**config.mk**
```make
export PLATFORM = sky130hd
export DESIGN_NAME = cell_cmd_gen
export DESIGN_NICKNAME = d
export VERILOG_FILES = /design/src/rtl/cmdgen_pkg.sv /design/src/rtl/cell_cmd_former.sv /design/src/rtl/duty_divider.sv /design/src/rtl/cell_cmd_gen.sv
export SDC_FILE = /design/constraint.sdc
export NUM_CORES = 1
export LEC_CHECK = 0
export BUFFER_PORTS_ARGS = -buffer_cell sky130_fd_sc_hd__buf_2
export CAP_MARGIN = 20
export CORE_ASPECT_RATIO = 0.8
export CORE_MARGIN = 2
export CORE_UTILIZATION = 53
export CTS_CLUSTER_DIAMETER = 200
export DETAILED_ROUTE_END_ITERATION = 8
export GPL_ROUTABILITY_DRIVEN = 0
export HOLD_SLACK_MARGIN = 0.08
export PLACE_DENSITY = 0.88
export SETUP_SLACK_MARGIN = 0.4
export SYNTH_ARGS = -nofsm -noshare
export SYNTH_HDL_FRONTEND = slang
export SYNTH_HIERARCHICAL = 1
export SYNTH_SLANG_ARGS = --single-unit
```
**constraint.sdc**
```tcl
create_clock -name clk -period 12.5 [get_ports clk]
set_clock_uncertainty 0.2 [all_clocks]
set_input_delay 1.25 -clock clk [delete_from_list [all_inputs] [get_ports clk]]
set_output_delay 1.25 -clock clk [all_outputs]
set_load 0.02 [all_outputs]
```
**src/rtl/cmdgen_pkg.sv**
```systemverilog
package cmdgen_pkg;

    // Sequencer states for the per-cell pass
    typedef enum logic [1:0] {
        SEQ_IDLE,
        SEQ_LOAD,
        SEQ_WAIT
    } seq_state_e;

    // Divider outcome classes chosen when a division starts
    typedef enum logic [1:0] {
        DIV_ZERO,
        DIV_FULL,
        DIV_ITER
    } div_case_e;

    // Current polarity captured at the strobe
    typedef struct packed {
        logic upper_neg;
        logic lower_neg;
    } arm_sign_t;

    // Default configuration
    localparam int DEF_CELLS = 8;
    localparam int DEF_VW    = 12;
    localparam int DEF_IW    = 16;
    localparam int DEF_GW    = 8;
    localparam int DEF_GF    = 6;
    localparam int DEF_DW    = 12;
    localparam int DEF_VMIN  = 16;

endpackage

```
**src/rtl/cell_cmd_former.sv**
```systemverilog
module cell_cmd_former
    import cmdgen_pkg::*;
#(
    parameter int CELLS = DEF_CELLS,
    parameter int VW    = DEF_VW,
    parameter int GW    = DEF_GW,
    parameter int GF    = DEF_GF,
    parameter int CW    = DEF_VW + DEF_GW + 4
) (
    input  logic [VW-1:0]        vcell,
    input  logic [VW-1:0]        vset,
    input  logic [GW-1:0]        gain,
    input  logic                 cur_neg,
    input  logic                 lower_arm,
    input  logic signed [VW-1:0] vac,
    input  logic [VW-1:0]        vdc,
    input  logic signed [VW-1:0] vavg,
    output logic signed [CW-1:0] cmd
);
    localparam int PW  = VW + GW + 2;
    localparam int QSH = $clog2(CELLS) - 1;
    localparam int DSH = $clog2(CELLS);

    logic signed [VW:0]    err;
    logic signed [PW-1:0]  err_x, gain_x, prod, bal;
    logic signed [CW-1:0]  bal_x, bal_s, avg_x, ac_x, dc_x;
    logic signed [VW-1:0]  ac_share;
    logic [VW-1:0]         dc_share;

    always_comb begin
        err      = $signed({1'b0, vset}) - $signed({1'b0, vcell});
        err_x    = {{(PW-VW-1){err[VW]}}, err};
        gain_x   = $signed({{(PW-GW){1'b0}}, gain});
        prod     = err_x * gain_x;
        bal      = prod >>> GF;
        bal_x    = {{(CW-PW){bal[PW-1]}}, bal};
        bal_s    = cur_neg ? -bal_x : bal_x;
        ac_share = vac >>> QSH;
        ac_x     = {{(CW-VW){ac_share[VW-1]}}, ac_share};
        dc_share = vdc >> DSH;
        dc_x     = $signed({{(CW-VW){1'b0}}, dc_share});
        avg_x    = {{(CW-VW){vavg[VW-1]}}, vavg};
        cmd      = avg_x + bal_s + (lower_arm ? ac_x : -ac_x) + dc_x;
    end

endmodule

```
**src/rtl/duty_divider.sv**
```systemverilog
module duty_divider
    import cmdgen_pkg::*;
#(
    parameter int VW   = DEF_VW,
    parameter int CW   = DEF_VW + DEF_GW + 4,
    parameter int DW   = DEF_DW,
    parameter int VMIN = DEF_VMIN
) (
    input  logic                 clk,
    input  logic                 rst,
    input  logic                 start,
    input  logic signed [CW-1:0] num,
    input  logic [VW-1:0]        den,
    output logic                 valid_o,
    output logic [DW-1:0]        q_o
);
    localparam int CNW = $clog2(DW + 1);
    localparam logic [VW-1:0] VMIN_V = VW'(VMIN);

    div_case_e             dcase;
    logic signed [CW-1:0]  den_x;
    logic [VW-1:0]         rem_q;
    logic [VW:0]           rem2, diff;
    logic                  ge;
    logic [CNW-1:0]        cnt_q;
    logic                  busy_q;

    always_comb begin
        den_x = $signed({{(CW-VW){1'b0}}, den});
        if (den < VMIN_V || num[CW-1] || num == '0)
            dcase = DIV_ZERO;
        else if (num >= den_x)
            dcase = DIV_FULL;
        else
            dcase = DIV_ITER;
        rem2 = {rem_q, 1'b0};
        ge   = rem2 >= {1'b0, den};
        diff = rem2 - {1'b0, den};
    end

    always_ff @(posedge clk) begin
        if (rst) begin
            valid_o <= 1'b0;
            q_o     <= '0;
            rem_q   <= '0;
            cnt_q   <= '0;
            busy_q  <= 1'b0;
        end else begin
            valid_o <= 1'b0;
            if (start) begin
                unique case (dcase)
                    DIV_ZERO: begin q_o <= '0; valid_o <= 1'b1; end
                    DIV_FULL: begin q_o <= '1; valid_o <= 1'b1; end
                    default: begin
                        rem_q  <= num[VW-1:0];
                        q_o    <= '0;
                        cnt_q  <= CNW'(DW);
                        busy_q <= 1'b1;
                    end
                endcase
            end else if (busy_q) begin
                rem_q <= ge ? diff[VW-1:0] : rem2[VW-1:0];
                q_o   <= {q_o[DW-2:0], ge};
                cnt_q <= cnt_q - 1'b1;
                if (cnt_q == CNW'(1)) begin
                    busy_q  <= 1'b0;
                    valid_o <= 1'b1;
                end
            end
        end
    end

    // a new division is never launched over a running one
    assert_no_restart_R7: assert property (@(posedge clk) disable iff (rst)
        start |-> !busy_q);

    // an iteration run ends with exactly one valid pulse
    assert_iter_finishes_R4: assert property (@(posedge clk) disable iff (rst)
        (busy_q && cnt_q == CNW'(1)) |=> (valid_o && !busy_q));

endmodule

```
**src/rtl/cell_cmd_gen.sv**
```systemverilog
module cell_cmd_gen
    import cmdgen_pkg::*;
#(
    parameter int CELLS = DEF_CELLS,
    parameter int VW    = DEF_VW,
    parameter int IW    = DEF_IW,
    parameter int GW    = DEF_GW,
    parameter int GF    = DEF_GF,
    parameter int DW    = DEF_DW,
    parameter int VMIN  = DEF_VMIN
) (
    input  logic                  clk,
    input  logic                  rst,
    input  logic                  sample_i,
    input  logic [CELLS*VW-1:0]   vcell_i,
    input  logic [VW-1:0]         vset_i,
    input  logic [GW-1:0]         gain_i,
    input  logic signed [IW-1:0]  ipos_i,
    input  logic signed [IW-1:0]  ineg_i,
    input  logic signed [VW-1:0]  vac_i,
    input  logic [VW-1:0]         vdc_i,
    input  logic signed [VW-1:0]  vavg_i,
    output logic [CELLS*DW-1:0]   duty_o,
    output logic                  done_o
);
    localparam int CW  = VW + GW + 4;
    localparam int IXW = $clog2(CELLS);
    localparam logic [IXW-1:0] LAST_IX  = IXW'(CELLS - 1);
    localparam logic [IXW-1:0] LOWER_IX = IXW'(CELLS / 2);
    localparam logic [VW-1:0]  VMIN_V   = VW'(VMIN);

    seq_state_e            state_q;
    logic [IXW-1:0]        idx_q;
    logic [CELLS*VW-1:0]   vcell_s;
    logic [VW-1:0]         vset_s, vdc_s;
    logic [GW-1:0]         gain_s;
    logic signed [VW-1:0]  vac_s, vavg_s;
    arm_sign_t             sign_s;

    logic [VW-1:0]         vcell_sel;
    logic                  lower_arm, cur_neg;
    logic signed [CW-1:0]  cmd;
    logic                  div_start, div_valid;
    logic [DW-1:0]         div_q;

    always_comb begin
        vcell_sel = vcell_s[idx_q*VW +: VW];
        lower_arm = idx_q >= LOWER_IX;
        cur_neg   = lower_arm ? sign_s.lower_neg : sign_s.upper_neg;
        div_start = state_q == SEQ_LOAD;
    end

    cell_cmd_former #(.CELLS(CELLS), .VW(VW), .GW(GW), .GF(GF), .CW(CW)) u_former (
        .vcell(vcell_sel), .vset(vset_s), .gain(gain_s), .cur_neg(cur_neg),
        .lower_arm(lower_arm), .vac(vac_s), .vdc(vdc_s), .vavg(vavg_s), .cmd(cmd)
    );

    duty_divider #(.VW(VW), .CW(CW), .DW(DW), .VMIN(VMIN)) u_div (
        .clk(clk), .rst(rst), .start(div_start), .num(cmd), .den(vcell_sel),
        .valid_o(div_valid), .q_o(div_q)
    );

    always_ff @(posedge clk) begin
        if (rst) begin
            state_q <= SEQ_IDLE;
            idx_q   <= '0;
            done_o  <= 1'b0;
            vcell_s <= '0;
            vset_s  <= '0;
            vdc_s   <= '0;
            gain_s  <= '0;
            vac_s   <= '0;
            vavg_s  <= '0;
            sign_s  <= '0;
        end else begin
            unique case (state_q)
                SEQ_IDLE: if (sample_i) begin
                    vcell_s <= vcell_i;
                    vset_s  <= vset_i;
                    vdc_s   <= vdc_i;
                    gain_s  <= gain_i;
                    vac_s   <= vac_i;
                    vavg_s  <= vavg_i;
                    sign_s  <= '{upper_neg: ipos_i[IW-1], lower_neg: ineg_i[IW-1]};
                    idx_q   <= '0;
                    done_o  <= 1'b0;
                    state_q <= SEQ_LOAD;
                end
                SEQ_LOAD: state_q <= SEQ_WAIT;
                default: if (div_valid) begin
                    if (idx_q == LAST_IX) begin
                        done_o  <= 1'b1;
                        state_q <= SEQ_IDLE;
                    end else begin
                        idx_q   <= idx_q + 1'b1;
                        state_q <= SEQ_LOAD;
                    end
                end
            endcase
        end
    end

    for (genvar k = 0; k < CELLS; k++) begin : g_duty
        always_ff @(posedge clk) begin
            if (rst)
                duty_o[k*DW +: DW] <= '0;
            else if (state_q == SEQ_WAIT && div_valid && idx_q == IXW'(k))
                duty_o[k*DW +: DW] <= div_q;
        end
    end

    assert_accept_clears_done_R7: assert property (@(posedge clk) disable iff (rst)
        (state_q == SEQ_IDLE && sample_i) |=> !done_o);

    assert_pass_keeps_done_low_R7: assert property (@(posedge clk) disable iff (rst)
        (state_q != SEQ_IDLE) |-> !done_o);

    assert_busy_strobe_ignored_R8: assert property (@(posedge clk) disable iff (rst)
        (state_q != SEQ_IDLE && sample_i) |=> ($stable(vcell_s) && $stable(vdc_s) && $stable(vac_s)));

    assert_low_cell_zero_R6: assert property (@(posedge clk) disable iff (rst)
        (div_valid && vcell_sel < VMIN_V) |-> div_q == '0);

    assert_nonpos_cmd_zero_R5: assert property (@(posedge clk) disable iff (rst)
        (div_valid && (cmd[CW-1] || cmd == '0)) |-> div_q == '0);

    assert_full_scale_R5: assert property (@(posedge clk) disable iff (rst)
        (div_valid && vcell_sel >= VMIN_V && !cmd[CW-1]
         && cmd >= $signed({{(CW-VW){1'b0}}, vcell_sel})) |-> div_q == '1);

endmodule

```
== Word level (Yosys, flattened, before mapping) ==
Index checks and enable logic that the tools add are counted.

* Flip-flop bits (word level): 286
* Input port bits: 187
* Output and inout port bits: 97
* Logic and storage cells: 115

* $add $sub $neg: 9
* Multipliers: 2
* Order comparisons: 4
* Eq/ne operators: 14
* Shift-type cells: 1
* Mux-type cells: 35
* Bitwise logic cells: 1
* Reduce and logical (&&, ||, !) cells: 25

{| class="wikitable"
|+ Operators by type and width
! operator !! number
|-
| indexed part select 96 x 8 -> 12 bit || 1
|-
| two-way mux 12 bit || 7
|-
| two-way mux 24 bit || 2
|-
| adder 12 x 24 -> 24 bit || 1
|-
| adder 24 x 10 -> 24 bit || 1
|-
| adder 24 bit || 1
|-
| greater-or-equal comparator 24 x 13 -> 1 bit || 1
|-
| zero test 24 bit || 1
|-
| negation 10 -> 24 bit || 1
|-
| negation 16 -> 24 bit || 1
|-
| multiplier 13 x 9 -> 22 bit || 1
|-
| greater-or-equal comparator 13 x 12 -> 1 bit || 1
|-
| two-way mux 1 bit || 13
|-
| subtractor 12 x 12 -> 13 bit || 1
|-
| == test 3 bit (second input constant) || 4
|-
| less-than comparator 12 x 5 -> 1 bit (second input constant) || 1
|-
| two-way mux 4 bit || 3
|-
| subtractor 12 bit || 1
|-
| logical AND 1 bit || 9
|-
| two-way mux 3 bit || 3
|-
| two-way mux 2 bit || 4
|-
| AND reduction 4 bit || 2
|-
| == test 3 x 2 -> 1 bit (second input constant) || 2
|-
| one-hot mux 3 bit (2 select lines) || 1
|-
| 20 further kinds || 28
|}

== Depth between registers and ports, before layout ==
* Depth after elaboration: 16
* Gate-level depth with buffers: 55

== Cells and area by module ==
The synthesis kept the hierarchy.

{| class="wikitable"
|+ By module, submodules not included
! module !! instances !! cells an instance !! area each (µm²)
|-
| cell_cmd_gen || 1 || 1135 || 10082.2
|-
| cell_cmd_former || 1 || 931 || 7444.6
|-
| duty_divider || 1 || 310 || 2492.4
|}

== Worst setup path before layout ==
OpenSTA, ideal clock, no wires.

* Path kind: reg-to-reg
* Start: register idx_q[0]
* End: register u_div.cnt_q[2]
* Library setup time: 0.115 ns
* Arrival time: 12.311 ns
* Slack: -0.126 ns
* Cell stages (with the launch flop): 53
* Buffers on the path: 4
* Cell sequence: dfxtp_1 buf_4 buf_4 mux4_2 nand2_1 nand2_1 ha_1 fa_1 nor2b_1 o21ai_0 a21boi_0 o21ai_0 a21boi_0 o21a_1 nor2_1 o311ai_1 nand2_1 fa_1 [... 17 more ...] ha_1 ha_1 nor2b_1 o21ai_0 nand2b_1 a21oi_1 o21ai_0 a21oi_1 a311oi_1 xnor3_1 nor4_1 nand3_1 nor4_2 nor2_1 a21oi_2 buf_4 nor2_1 o21a_1

* Word-level cells in the longest chain between the ends: 16
* Elaborated cells on any way between the ends: 24
* Those cells by class: 5 x add/sub; 2 x mul; 3 x order compare; 2 x eq/ne; 1 x shift; 5 x mux; 6 x reduce/logical

{| class="wikitable"
|+ Ends and longest elaborated chain
! item !! line !! source
|-
| start: declaration || cell_cmd_gen.sv:33 || <nowiki>logic [IXW-1:0] idx_q;</nowiki>
|-
| start signal: assignment || cell_cmd_gen.sv:95 || <nowiki>idx_q <= idx_q + 1'b1;</nowiki>
|-
| multiplier 3 x 2 -> 5 bit * || cell_cmd_gen.sv:47 || <nowiki>vcell_sel = vcell_s[idx_q*VW +: VW];</nowiki>
|-
| indexed part select 96 x 8 -> 12 bit * || cell_cmd_gen.sv:47 ||
|-
| named net vcell_sel[0] || cell_cmd_gen.sv:40 || <nowiki>logic [VW-1:0] vcell_sel;</nowiki>
|-
| subtractor 12 x 12 -> 13 bit * || cell_cmd_former.sv:31 || <nowiki>err = $signed({1'b0, vset}) - $signed({1'b0, vcell});</nowiki>
|-
| multiplier 13 x 9 -> 22 bit * || cell_cmd_former.sv:34 || <nowiki>prod = err_x * gain_x;</nowiki>
|-
| negation 16 -> 24 bit || cell_cmd_former.sv:37 || <nowiki>bal_s = cur_neg ? -bal_x : bal_x;</nowiki>
|-
| two-way mux 24 bit * || cell_cmd_former.sv:37 ||
|-
| adder 12 x 24 -> 24 bit * || cell_cmd_former.sv:43 || <nowiki>cmd = avg_x + bal_s + (lower_arm ? ac_x : -ac_x) + dc_x;</nowiki>
|-
| [... 2 more ...] || - ||
|-
| named net cmd[23] || cell_cmd_gen.sv:42 || <nowiki>logic signed [CW-1:0] cmd;</nowiki>
|-
| greater-or-equal comparator 24 x 13 -> 1 bit (tied with other cells) || duty_divider.sv:32 || <nowiki>else if (num >= den_x)</nowiki>
|-
| two-way mux 2 bit or logical OR 1 bit (tied branches) || duty_divider.sv:32, duty_divider.sv:30 ||
|-
| two-way mux 2 bit * || duty_divider.sv:30 || <nowiki>if (den < VMIN_V || num[CW-1] || num == '0)</nowiki>
|-
| == test 2 x 1 -> 1 bit or zero test 2 bit (tied branches) || duty_divider.sv:51 || <nowiki>unique case (dcase)</nowiki>
|-
| OR reduction 2 bit (no line) * || - ||
|-
| inequality test 2 bit (no line) * || - ||
|-
| AND reduction 2 bit (no line) * || - ||
|-
| end signal: assignment || duty_divider.sv:57 || <nowiki>cnt_q <= CNW'(DW);</nowiki>
|-
| end signal: assignment || duty_divider.sv:64 || <nowiki>cnt_q <= cnt_q - 1'b1;</nowiki>
|-
| end: declaration || duty_divider.sv:25 || <nowiki>logic [CNW-1:0] cnt_q;</nowiki>
|}

Mark *: on every way through the listed nets, which the timed path passes. The rest lies on a longest branch.
A chain may end at the register's enable or synchronous reset.

== Final worst setup path ==
* Start: register idx_q[0]
* End: register u_div.rem_q[0]

* Word-level cells in the longest chain between the ends: 16
* Elaborated cells on any way between the ends: 30
* Those cells by class: 6 x add/sub; 2 x mul; 4 x order compare; 2 x eq/ne; 1 x shift; 9 x mux; 6 x reduce/logical

{| class="wikitable"
|+ Ends and longest elaborated chain
! item !! line !! source
|-
| multiplier 3 x 2 -> 5 bit * || cell_cmd_gen.sv:47 ||
|-
| indexed part select 96 x 8 -> 12 bit * || cell_cmd_gen.sv:47 ||
|-
| named net vcell_sel[0] || cell_cmd_gen.sv:40 ||
|-
| subtractor 12 x 12 -> 13 bit * || cell_cmd_former.sv:31 ||
|-
| multiplier 13 x 9 -> 22 bit * || cell_cmd_former.sv:34 ||
|-
| negation 16 -> 24 bit || cell_cmd_former.sv:37 ||
|-
| two-way mux 24 bit * || cell_cmd_former.sv:37 ||
|-
| adder 12 x 24 -> 24 bit * || cell_cmd_former.sv:43 ||
|-
| [... 2 more ...] || - ||
|-
| named net cmd[23] || cell_cmd_gen.sv:42 ||
|-
| greater-or-equal comparator 24 x 13 -> 1 bit (tied with other cells) || duty_divider.sv:32 ||
|-
| two-way mux 2 bit or logical OR 1 bit (tied branches) || duty_divider.sv:32, duty_divider.sv:30 ||
|-
| two-way mux 2 bit * || duty_divider.sv:30 ||
|-
| == test 2 x 1 -> 1 bit or zero test 2 bit (tied branches) || duty_divider.sv:51 ||
|-
| OR reduction 2 bit (no line) * || - ||
|-
| inequality test 2 bit (no line) * || - ||
|-
| AND reduction 2 bit (no line) * || - ||
|-
| end signal: assignment || duty_divider.sv:55 || <nowiki>rem_q <= num[VW-1:0];</nowiki>
|-
| end signal: assignment || duty_divider.sv:62 || <nowiki>rem_q <= ge ? diff[VW-1:0] : rem2[VW-1:0];</nowiki>
|-
| end: declaration || duty_divider.sv:22 || <nowiki>logic [VW-1:0] rem_q;</nowiki>
|}

Mark *: on every way through the listed nets, which the timed path passes. The rest lies on a longest branch. The select of a mux whose other input is x is not followed.

==> flow_summary.ini <==
[synth]
netlist_area_sq_um = 19900
syn_area_per_cell_sq_um = 8.43
syn_inst = 2356
yosys_warnings = 6
synth.net_count = 2784

[floorplan]
pin_count = 284
core_sq_um = 37000
dieArea_sq_um = 39000
die-height_microns = 177
num_rows = 63
die_w_microns = 220
start_util_pct = 53.7

[run]
cap_violations = 0

[place]
post-place-cells = 3074
io_buffers = 248
dp_hpwl_microns = 41700

[drt]
wl_met2_microns = 28000
avgViaCountPerCell = 5.80
drcViolationCount = 0
ant_nets = 0
highest_layer = met5
drt-total-wl_microns = 60100
drtIter0Drc = 1573
drt-pass1-iter-count = 7
wl_met3_microns = 5410
drt-met1-wl_microns = 23800
routedWlPerCell_microns = 18.9
vias = 18400

[setup_path]
crit_slowest_cell = mux4_2
r2r_start = idx_q[0]$_SDFFE_PP0P_
worstPathMaxFanout = 8
cpPeakStageDelay_ns = 0.56
critPathRequiredTime_ns = 12.78
cp_common_cell = buf_4
endpoint_kind = flop
critPathLaunch = idx_q[0]$_SDFFE_PP0P_
startpoint_type = flop
cp.arrival_ns = 12.68
crit_type = reg -> reg

[status]
outcome = complete, no violations

[cts]
clk_latency_ns = 0.59
cts_num_sinks = 281
clk_pin_slew_ns = 0.07
cts_root_buffer = clkbuf_16
cts_max_level = 1
cts_inserted_buffers = 29
clk_path_buf_depth = 3
cts_tree = yes

[sta]
setup_viol = 0
finalHoldViolations = 0
fin_crit_ns = 12.40
rsz0062_at_grt = true
fmax_mhz = 80.7
min_period_over_period_pct = 99.2
final_max_slew_viol_count = 0
worst_pin_slew_ns = 1.08
max_slew_margin_pct = 27.9

[global_route]
gr-total-overflow = 0
grt_pass1_vias = 18100
grt_start_max_net_pins = 193
grt_pass1_wl_microns = 90600
gr-usage-all-layers_pct = 28.8
antenna_found_initial = 5

[final_layout]
final_common_cell = nand2_1
drive_gt1_share_pct = 24.8
areaGrowthSynthToFinish_pct = 22.4
final_cell_mix = nand2_1 (454), dfxtp_1 (280), buf_2 (247), a21oi_1 (220), inv_1 (209)
fin_cells = 3174
fin_nets = 3089

[power]
p_leak_nw = 10.9
finalPower_mw = 7.34
powerDensity_nw_per_um2 = 302
irDropWorstVdd_mv = 0.352

[worst_hold_path]
hold_path_class = reg -> reg
min-delay-start = vcell_s[26]$_SDFFE_PP0P_
[worst paths after layout]
| check | end | slack (ns) | cells past startpoint |
|---|---|---|---|
| worst max register to register | u_div/rem_q[0]$_SDFFE_PP0P_ | 0.10 | 50 |
| worst max-delay path | u_div/rem_q[0]$_SDFFE_PP0P_ | 0.10 | 50 |
| worst min-delay path | vcell_s[26]$_SDFFE_PP0P_ | 0.25 | 2 |
| worst min register to register | vcell_s[26]$_SDFFE_PP0P_ | 0.25 | 2 |
[sequential cells by signal, indices dropped and copies added, names as in the netlist, 3 cells and up]
register,flops
duty_o,96
vcell_s,96
u_div/q_o,12
u_div/rem_q,12
vavg_s,12
vset_s,12
vac_s,10
vdc_s,9
gain_s,8
u_div/cnt_q,4
idx_q,3
[per-stage QoR]
stage          area, sq um  setup slack (ns)  hold slack [ns]  utilization, %  TNS [ns]
2_1_floorplan        19900             0.413            0.233               -         0
3_3_place_gp         21900            -0.131            0.240            59.4     -1.13
3_5_place_dp         21900            -0.329            0.245            59.4     -6.62
4_1_cts              23400             0.400            0.254            63.4         0
5_1_grt              24300            -0.349            0.271            65.7     -5.00
6_report             24300             0.104            0.252            65.7         0
[metal layers]
metal | vias to the layer above | track usage (%)
met2 | 930 | 46.5
met3 | 226 | 7.71
met4 | 6 | 11.2
li1 | 8438 | -
met5 | - | 0
met1 | 8813 | 36.8
[timing repair]
item | in CTS | in global routing
hold buffers | 0 | 0
setup buffers | 24 | 17
pin swaps | 33 | 84
gates cloned | 0 | 1
setup endpoints to repair | 30 | 30
resized for setup | 79 | 135
[report_power, final]
group	switching, mW	internal (mW)	total [mW]
logic	2.91	2.48	5.38
clock network	0.392	0.511	0.903
registers	0.0857	0.964	1.05
total	3.38	3.95	7.34
[critical path, delay by kind of cell, from the launching register on]
family,cells,cell delay (ns)
AO/OA/AOI/OAI,11,2.44
XOR/XNOR,1,0.33
adder cells (fa/ha/maj),10,3.81
buffers and inverters,11,1.27
flip-flops,1,0.43
multiplexers,1,0.56
AND/OR/NAND/NOR,16,3.28
[area by class of cell]
cell class / count / area, sq um
Sequential cell: 281 / 5630
Inverter: 221 / 830
Clock buffer: 40 / 827
Multi-Input combinational cell: 1726 / 13700
Clock inverter: 14 / 161
Fill cell: 2627 / 12700
Antenna cell: 3 / 7.51
Timing Repair Buffer: 402 / 2540
Tap cell: 487 / 609
No activity file was read; power rests on OpenSTA's default activity.
